## src/rtl/phy_mgmt_pkg.sv

```systemverilog
package phy_mgmt_pkg;
   localparam int IDX_BASIC  = 0;
   localparam int IDX_STATUS = 1;
   localparam int IDX_ID_HI  = 2;
   localparam int IDX_ID_LO  = 3;
   localparam int IDX_ADV    = 4;
   localparam int IDX_CFG    = 16;

   localparam logic [15:0] BASIC_RST  = 16'h3100;
   localparam logic [15:0] ADV_RST    = 16'h01E1;
   localparam logic [15:0] CFG_RST    = 16'h0410;
   localparam logic [15:0] STATUS_VAL = 16'h782D;

   localparam int BASIC_RST_BIT = 15;
   localparam int CFG_ZERO_BIT  = 3;

   typedef enum logic [1:0] {
      SLOT_CMD  = 2'd0,
      SLOT_IDX  = 2'd1,
      SLOT_DLO  = 2'd2,
      SLOT_DHI  = 2'd3
   } slot_e;
endpackage

```

## src/rtl/phy_cmd_ctrl.sv

```systemverilog
module phy_cmd_ctrl (
   input  logic       clk,
   input  logic       rst_n,
   input  logic       cmd_wr,
   input  logic [3:1] cmd_bits,
   output logic       busy,
   output logic       exec_rd,
   output logic       exec_wr
);
   logic busy_q;
   logic is_rd_q;
   logic want_rd;
   logic want_wr;

   assign want_rd = cmd_bits[2] | cmd_bits[3];
   assign want_wr = cmd_bits[1] & ~want_rd;

   always_ff @(posedge clk) begin
      if (!rst_n) begin
         busy_q  <= 1'b0;
         is_rd_q <= 1'b0;
      end else if (busy_q) begin
         busy_q  <= 1'b0;
      end else if (cmd_wr && (want_rd || want_wr)) begin
         busy_q  <= 1'b1;
         is_rd_q <= want_rd;
      end
   end

   assign busy    = busy_q;
   assign exec_rd = busy_q & is_rd_q;
   assign exec_wr = busy_q & ~is_rd_q;
endmodule

```

## src/rtl/phy_reg_bank.sv

```systemverilog
module phy_reg_bank
   import phy_mgmt_pkg::*;
#(
   parameter int          IDX_W     = 6,
   parameter int          DATA_W    = 16,
   parameter bit          ID_EN     = 1'b1,
   parameter logic [15:0] PHY_ID_HI = 16'h0181,
   parameter logic [15:0] PHY_ID_LO = 16'hB8A0
) (
   input  logic              clk,
   input  logic              rst_n,
   input  logic [IDX_W-1:0]  idx,
   input  logic              wr_en,
   input  logic [DATA_W-1:0] wr_data,
   output logic [DATA_W-1:0] rd_data
);
   logic [DATA_W-1:0] basic_q, adv_q, cfg_q;
   logic [DATA_W-1:0] id_hi, id_lo;
   logic              soft_rst;

   generate
      if (ID_EN) begin : g_id
         assign id_hi = PHY_ID_HI;
         assign id_lo = PHY_ID_LO;
      end else begin : g_no_id
         assign id_hi = '0;
         assign id_lo = '0;
      end
   endgenerate

   assign soft_rst = wr_en && (int'(idx) == IDX_BASIC) && wr_data[BASIC_RST_BIT];

   always_ff @(posedge clk) begin
      if (!rst_n || soft_rst) begin
         basic_q <= BASIC_RST;
         adv_q   <= ADV_RST;
         cfg_q   <= CFG_RST;
      end else if (wr_en) begin
         case (int'(idx))
            IDX_BASIC: begin
               basic_q                <= wr_data;
               basic_q[BASIC_RST_BIT] <= 1'b0;
            end
            IDX_ADV: adv_q <= wr_data;
            IDX_CFG: begin
               cfg_q               <= wr_data;
               cfg_q[CFG_ZERO_BIT] <= 1'b0;
            end
            default: ;
         endcase
      end
   end

   always_comb begin
      case (int'(idx))
         IDX_BASIC:  rd_data = basic_q;
         IDX_STATUS: rd_data = STATUS_VAL;
         IDX_ID_HI:  rd_data = id_hi;
         IDX_ID_LO:  rd_data = id_lo;
         IDX_ADV:    rd_data = adv_q;
         IDX_CFG:    rd_data = cfg_q;
         default:    rd_data = '0;
      endcase
   end
endmodule

```

## src/rtl/phy_mgmt_regfile.sv

```systemverilog
module phy_mgmt_regfile
   import phy_mgmt_pkg::*;
#(
   parameter int          WIN_W     = 8,
   parameter int          IDX_W     = 6,
   parameter int          DATA_W    = 16,
   parameter bit          ID_EN     = 1'b1,
   parameter logic [15:0] PHY_ID_HI = 16'h0181,
   parameter logic [15:0] PHY_ID_LO = 16'hB8A0
) (
   input  logic             clk,
   input  logic             rst_n,
   input  logic             host_wr,
   input  logic [1:0]       host_sel,
   input  logic [WIN_W-1:0] host_wdata,
   output logic [WIN_W-1:0] host_rdata
);
   localparam int HALF_W = DATA_W / 2;

   generate
      if (DATA_W != 2 * WIN_W) begin : g_bad_data
         $error("DATA_W must equal two window bytes");
      end
      if (IDX_W > WIN_W || IDX_W < 5) begin : g_bad_idx
         $error("IDX_W must lie between 5 and WIN_W");
      end
   endgenerate

   logic [WIN_W-1:0]  addr_q;
   logic [DATA_W-1:0] data_q;
   logic [IDX_W-1:0]  idx;
   logic [DATA_W-1:0] bank_rd;
   logic              busy, exec_rd, exec_wr;
   logic              cmd_wr;

   assign idx    = addr_q[IDX_W-1:0];
   assign cmd_wr = host_wr && (host_sel == SLOT_CMD);

   phy_cmd_ctrl u_ctrl (
      .clk      (clk),
      .rst_n    (rst_n),
      .cmd_wr   (cmd_wr),
      .cmd_bits (host_wdata[3:1]),
      .busy     (busy),
      .exec_rd  (exec_rd),
      .exec_wr  (exec_wr)
   );

   phy_reg_bank #(
      .IDX_W     (IDX_W),
      .DATA_W    (DATA_W),
      .ID_EN     (ID_EN),
      .PHY_ID_HI (PHY_ID_HI),
      .PHY_ID_LO (PHY_ID_LO)
   ) u_bank (
      .clk     (clk),
      .rst_n   (rst_n),
      .idx     (idx),
      .wr_en   (exec_wr),
      .wr_data (data_q),
      .rd_data (bank_rd)
   );

   always_ff @(posedge clk) begin
      if (!rst_n) begin
         addr_q <= '0;
         data_q <= '0;
      end else begin
         if (host_wr && host_sel == SLOT_IDX) addr_q <= host_wdata;
         if (exec_rd) begin
            data_q <= bank_rd;
         end else if (host_wr && host_sel == SLOT_DLO) begin
            data_q[HALF_W-1:0] <= host_wdata;
         end else if (host_wr && host_sel == SLOT_DHI) begin
            data_q[DATA_W-1:HALF_W] <= host_wdata;
         end
      end
   end

   always_comb begin
      case (host_sel)
         SLOT_CMD: host_rdata = {busy, {(WIN_W-1){1'b0}}};
         SLOT_IDX: host_rdata = addr_q;
         SLOT_DLO: host_rdata = data_q[HALF_W-1:0];
         default:  host_rdata = data_q[DATA_W-1:HALF_W];
      endcase
   end
endmodule

```

## config.mk

```make
export PLATFORM = sky130hd
export DESIGN_NAME = phy_mgmt_regfile
export DESIGN_NICKNAME = d
export VERILOG_FILES = /design/src/rtl/phy_mgmt_pkg.sv /design/src/rtl/phy_cmd_ctrl.sv /design/src/rtl/phy_reg_bank.sv /design/src/rtl/phy_mgmt_regfile.sv
export SDC_FILE = /design/constraint.sdc
export NUM_CORES = 1
export LEC_CHECK = 0
export ABC_AREA = 1
export CAP_MARGIN = 20
export CORE_UTILIZATION = 53
export CTS_BUF_LIST = sky130_fd_sc_hd__clkbuf_16
export DETAILED_ROUTE_END_ITERATION = 16
export MAX_ROUTING_LAYER = met4
export PLACE_DENSITY_LB_ADDON = 0.25
export SLEW_MARGIN = 20
export SYNTH_ARGS = -nofsm -noshare
export SYNTH_HDL_FRONTEND = slang
export SYNTH_SLANG_ARGS = --single-unit
```

## constraint.sdc

```tcl
create_clock -name clk -period 1.8 [get_ports clk]
set_clock_uncertainty 0.2 [all_clocks]
set_input_delay 0.27 -clock clk [delete_from_list [all_inputs] [get_ports clk]]
set_output_delay 0.27 -clock clk [all_outputs]
set_load 0.01 [all_outputs]
```

==> impl_metrics.py, run 1 <==
metrics = {
    "finish": {
        "final_core_util": 0.708,
        "syn_to_final_growth_pct": 27.4,
        "final_common_cell": "nand2_1",
        "drive_gt1_frac": 0.157,
        "final_cells": 615,
        "fin_nets": 550,
        "nFillCells": 498,
        "antenna_cells": 0,
        "layout_common_cells": "140 x nand2_1, 70 x dfxtp_1, 60 x a21oi_1",
    },
    "clock_tree": {
        "cts.clk_slew.worst_paths_ps": 50,
        "cts.htree.levels": 3,
        "cts_buffers": 9,
        "clk_latency_ps": 340,
        "hold_buffers": 0,
        "cts_buffer_depth": 2,
        "cts_sinks": 72,
        "cts_tree": "yes",
        "cts-root-buf": "clkbuf_16",
    },
    "synth": {
        "syn_inst": 481,
        "async_flop_share": 0,
        "ys_seq_area_frac": 0.433,
        "synth-edff-count": 0,
        "synth_warnings": 0,
        "synth_area_leaders": "dfxtp_1 43%, nand2_1 16%, a21oi_1 9.2%, nand3_1 5.6%, nor2_1 4.2%",
        "yosys.area.top_type": "dfxtp_1",
        "syn_nets": 494,
        "synth-main-ff-cell": "dfxtp_1",
        "syn_area_per_cell_um2": 6.92,
        "yosysTopAreaCellShare": 0.433,
        "ys_seq_elements": 72,
        "yosysUniqueCellTypes": 23,
        "synth_area_um2": 3330,
    },
    "floorplanning": {
        "pin_count": 21,
        "std_cell_rows": 28,
        "start_util": 0.556,
        "core_area_um2": 5990,
        "die_w_um": 81.2,
        "die-area_um2": 6600,
        "die_h_um": 81.2,
    },
    "sta": {
        "tightest_slew_ps": 393,
        "whs_ps": 253,
        "period_needed_ps": 1770,
        "timing.final.ws_setup_ps": 25.2,
        "rsz0062_at_grt": "yes",
        "max_clock_freq_mhz": 563,
        "slew_headroom": 0.738,
        "slew_violations": 0,
        "final.period_utilization": 0.986,
        "setup_viol": 0,
        "final-hold-violation-count": 0,
        "fin_tns_setup_ps": 0,
    },
    "critical_path": {
        "r2r_slack_ps": 40,
        "critical_path.max_fanout": 6,
        "slowest_stage": "a221oi_1",
        "path_class": "in2out",
        "worstPathCellList": "clkdlybuf4s15_1, buf_6, nor2_1, a221oi_1, o21ai_1, buf_2",
        "critPathLaunchType": "input pin",
        "worstPathArrival_ps": 1300,
        "cp.required_ps": 1330,
        "crit_path_max_incr_delay_ps": 300,
        "end_kind": "output pin",
    },
    "grt": {
        "grt_pass1_vias": 3477,
        "grt_overflow": 0,
        "track_usage": 0.360,
        "antenna_found_initial": 0,
        "grt_max_degree": 37,
        "grt_pass1_wl_um": 16900,
    },
    "drt": {
        "drc": 0,
        "via_count": 3697,
        "viasPerCell": 6.01,
        "wl_per_cell_um": 18.0,
        "final_antenna_net_count": 0,
        "totalWireLength_um": 11100,
        "drt_iter0_drc": 374,
        "drt-pass1-iter-count": 5,
    },
    "place": {
        "dp.cells": 593,
        "port_buffers": 20,
        "hpwlAfterDp_um": 6980,
        "preCtsSetupSlack_ps": -574,
        "place_congestion": 0.949,
    },
    "outcome": {
        "status": "completed",
    },
    "power": {
        "power.density_nw_per_um2": 906,
        "power_leakage_nw": 1.75,
        "peakVddDrop_uv": 722,
    },
    "worst_hold_path": {
        "hp-class": "reg2reg",
    },
    "job": {
        "max-cap-violations": 0,
    },
}
-- where the power goes --
group	internal, W	total, W	switching, W	leakage [nW]
clock network	0.00105	0.00171	0.000664	0.140
logic	0.000177	0.000466	0.000289	1.02
registers	0.00163	0.00167	0.0000363	0.584
-- sequential cells by signal, indices dropped and copies added (netlist names) --
register        count
u_ctrl.is_rd_q      1
u_bank.adv_q       16
data_q             16
addr_q              8
u_ctrl.busy         1
u_bank.cfg_q       15
u_bank.basic_q     15
-- worst max-delay path, delay by kind of cell --
family | cells | cell delay [ps]
AND/OR/NAND/NOR | 1 | 60
AO/OA/AOI/OAI | 2 | 420
buffers and inverters | 3 | 550
-- cell type report --
cell class                 count  area (um^2)  area share
timing repair buffer          67          616       0.145
tap                           75         93.8      0.0221
clock buffer                   9          225      0.0531
multi-input combinational    348         1660       0.392
inverter                      39          148      0.0348
sequential                    72         1440       0.341
clock inverter                 5         51.3      0.0121
-- synth_stat cells (3+ instances only) --
library cell	n
buf_2	5
a21oi_1	61
inv_1	36
o211ai_1	13
nand3_1	37
o221ai_1	3
clkbuf_1	14
o21ai_0	26
nand4_1	20
dfxtp_1	72
nor2_1	37
buf_4	3
nand2_1	140
inv_2	3
-- path summary, 6_finish.rpt --
kind                                       start                             end  cells after the start
setup / recovery                     host_sel[0]                   host_rdata[7]                      6
hold / removal    u_bank.basic_q[3]$_SDFFE_PP0N_  u_bank.basic_q[3]$_SDFFE_PP0N_                      2
setup reg to reg          addr_q[2]$_SDFFE_PN0P_   u_bank.adv_q[14]$_SDFFE_PP0P_                      8
hold reg to reg   u_bank.basic_q[3]$_SDFFE_PP0N_  u_bank.basic_q[3]$_SDFFE_PP0N_                      2
-- timing repair --
item | CTS | global route
pin swaps | 2 | 3
endpoints found under the setup margin | 8 | 49
buffers inserted | 0 | 5
gates cloned | 0 | 3
resized for setup | 20 | 23
-- per-stage QoR --
step / cell area, um^2 / total power, W
6_report: 4240 / 0.00384
5_1_grt: 4240 / 0.00393
4_1_cts: 4110 / 0.00378
3_5_place_dp: 3840 / 0.00211
3_3_place_gp: 3840 / 0.00211
2_1_floorplan: 3330 / 0.00191
-- kinds of logic after synthesis --
| logic type | share of synthesized area |
|---|---|
| AOI/OAI and AO/OA | 0.178 |
| buffers and inverters | 0.0741 |
| DFF | 0.433 |
| and+or+nand+nor | 0.315 |
-- layer usage --
| layer | track usage | up-vias | part of all wire |
|---|---|---|---|
| met3 | 0.0843 | 45 | 0.11 |
| met1 | 0.421 | 1696 | 0.38 |
| met2 | 0.577 | 241 | 0.48 |
| met4 | 0.177 | 0 | 0.031 |
| li1 | - | 1715 | - |
| met5 | - | - | 0 |
(Power assumes the default switching activity.)
==> run 2: changes to the inputs <==
--- a/config.mk
+++ b/config.mk
@@ -13,5 +13,4 @@
 export MAX_ROUTING_LAYER = met4
 export PLACE_DENSITY_LB_ADDON = 0.25
-export SLEW_MARGIN = 20
 export SYNTH_ARGS = -nofsm -noshare
 export SYNTH_HDL_FRONTEND = slang
==> constraint.sdc (replaced) <==
create_clock -name clk -period 1.8 [get_ports clk]
set_clock_uncertainty 0.2 [all_clocks]
set_input_delay 0.27 -clock clk [delete_from_list [all_inputs] [get_ports clk]]
set_output_delay 0.27 -clock clk [all_outputs]
set_load 0.05 [all_outputs]
==> run 2 against run 1 <==
Final area up 2.0%; register-to-register slack better by 20 ps; clock power about the same; hold slack worse by 17 ps; sequential power about the same; count of clock-buffer cells in the layout unchanged; via count up 0.68%; final cell count up 0.16%; fmax up 0.51%.
==> impl_metrics.py, run 2 (synthesis gave the netlist of run 1 again) <==
metrics = {
    "drt": {
        "drt_iter0_drc": 375,
        "via_count": 3722,
        "drc": 0,
        "viasPerCell": 6.04,
        "met3_length_um": 1210,
        "wl_per_cell_um": 17.6,
        "totalWireLength_um": 10900,
        "top_layer": "met4",
        "drt-pass1-iter-count": 7,
        "met2_length_um": 5010,
        "final_antenna_net_count": 0,
        "routedLengthMet1_um": 4250,
    },
    "finish": {
        "syn_to_final_growth_pct": 30.0,
        "multi_input_area_um2": 1700,
        "final_core_util": 0.722,
        "seqCellArea_um2": 1450,
        "reg_top3": "data_q x16, u_bank.adv_q x16",
        "layout_common_cells": "138 x nand2_1, 68 x dfxtp_1, 61 x a21oi_1",
        "final_common_cell": "nand2_1",
        "fin_nets": 549,
        "drive_gt1_frac": 0.176,
        "antenna_cells": 0,
        "nFillCells": 466,
    },
    "critical_path": {
        "reg2reg_from": "addr_q[2]$_SDFFE_PN0P_",
        "critical_path.max_fanout": 5,
        "worstPathArrival_ps": 1300,
        "r2r_end": "u_bank.adv_q[5]$_SDFFE_PP1P_",
        "path_class": "reg2out",
        "worstPathCellList": "nand3_1, o211ai_1, buf_4, buf_12",
        "endpoint": "host_rdata[6]",
        "slowest_stage": "dfxtp_1",
        "cp.required_ps": 1330,
        "critPathLaunchType": "flop",
        "cp-startpoint": "data_q[14]$_SDFFE_PN0P_",
        "crit_path_max_incr_delay_ps": 440,
        "end_kind": "output pin",
        "r2r_slack_ps": 60,
        "r2r_cells": 8,
    },
    "power": {
        "peakVddDrop_uv": 844,
        "power.density_nw_per_um2": 891,
        "power_leakage_nw": 1.76,
    },
    "floorplanning": {
        "std_cell_rows": 28,
        "core_area_um2": 5990,
        "die_h_um": 81.2,
        "pin_count": 21,
        "start_util": 0.556,
        "die-area_um2": 6600,
        "die_w_um": 81.2,
    },
    "clock_tree": {
        "cts.htree.levels": 3,
        "cts_tree": "yes",
        "cts_buffers": 9,
        "cts_sinks": 72,
        "cts.clk_slew.worst_paths_ps": 50,
        "cts-root-buf": "clkbuf_16",
        "hold_buffers": 0,
        "clk_latency_ps": 330,
        "cts_buffer_depth": 2,
    },
    "sta": {
        "period_needed_ps": 1770,
        "setup_viol": 0,
        "final-hold-violation-count": 0,
        "slew_violations": 0,
        "max_clock_freq_mhz": 566,
        "timing.final.ws_setup_ps": 34.3,
        "tightest_slew_ps": 322,
        "final.period_utilization": 0.981,
        "slew_headroom": 0.783,
    },
    "place": {
        "hpwlAfterDp_um": 7200,
        "place_congestion": 0.964,
        "port_buffers": 20,
        "preCtsSetupSlack_ps": -342,
    },
    "grt": {
        "grt_pass1_wl_um": 16600,
        "track_usage": 0.356,
        "grt_overflow": 0,
        "grt_max_degree": 34,
        "antenna_found_initial": 0,
        "grt_pass1_vias": 3426,
    },
    "job": {
        "max-cap-violations": 0,
    },
    "worst_hold_path": {
        "hp-class": "in2reg",
    },
    "outcome": {
        "status": "completed",
    },
}
run 2: layout make-up:
| cell class | count | area share |
|---|---|---|
| inverters | 39 | 0.0362 |
| clock buffers | 9 | 0.0521 |
| repair buffers | 65 | 0.149 |
| repair inverters | 1 | 0.00116 |
| well taps | 75 | 0.0217 |
| flip-flops and latches | 72 | 0.334 |
| clock inverters | 7 | 0.0127 |
| multi-input cells | 348 | 0.393 |
run 2: per-layer routing:
layer,vias up,GRT usage
met5,-,-
met4,0,0.141
met3,49,0.0899
met2,228,0.585
met1,1718,0.413
li1,1727,-
run 2: report_power, final:
| part | internal, W | switching [W] |
|---|---|---|
| Combinational | 0.000191 | 0.000311 |
| Clock | 0.00105 | 0.000634 |
| Sequential | 0.00163 | 0.0000410 |
run 2: how the worst min path moves through the flow:
stage                                    from  cells past startpoint                             end  slack [ps]
6_report                          host_sel[1]                      5          addr_q[3]$_SDFFE_PN0P_         240
4_1_cts          u_bank.adv_q[9]$_SDFFE_PP0P_                      2    u_bank.adv_q[9]$_SDFFE_PP0P_         260
2_1_floorplan                           rst_n                      2          addr_q[5]$_SDFFE_PN0P_         210
3_3_place_gp    u_bank.adv_q[11]$_SDFFE_PP0P_                      2   u_bank.adv_q[11]$_SDFFE_PP0P_         250
3_5_place_dp   u_bank.basic_q[2]$_SDFFE_PP0N_                      2  u_bank.basic_q[2]$_SDFFE_PP0N_         250
5_1_grt                           host_sel[1]                      5          addr_q[6]$_SDFFE_PN0P_         260
run 2: critical path: cells and delay by family (launching register included):
family                 cells  cell delay [ps]
flip-flops                 1              440
buffers and inverters      2              300
AND/OR/NAND/NOR            1              100
AO/OA/AOI/OAI              1              130
run 2: repair_timing:
| item | in CTS | in global routing |
|---|---|---|
| endpoints found under the setup margin | 9 | 65 |
| resized for setup | 14 | 20 |
| cloned | 0 | 1 |
| buffers inserted | 0 | 4 |
| pin swaps | 1 | 2 |
run 2: metrics by stage:
stage	TNS, ps	hold slack, ps	instance area, um^2	instances	total power [W]
final	0	236	4330	616	0.00385
after global routing	-73.7	261	4330	616	0.00396
after CTS	0	262	4270	611	0.00384
after detailed placement	-5450	252	3930	595	0.00216
after global placement	-4420	249	3930	595	0.00216
after floorplan	-67.1	208	3340	481	0.00194
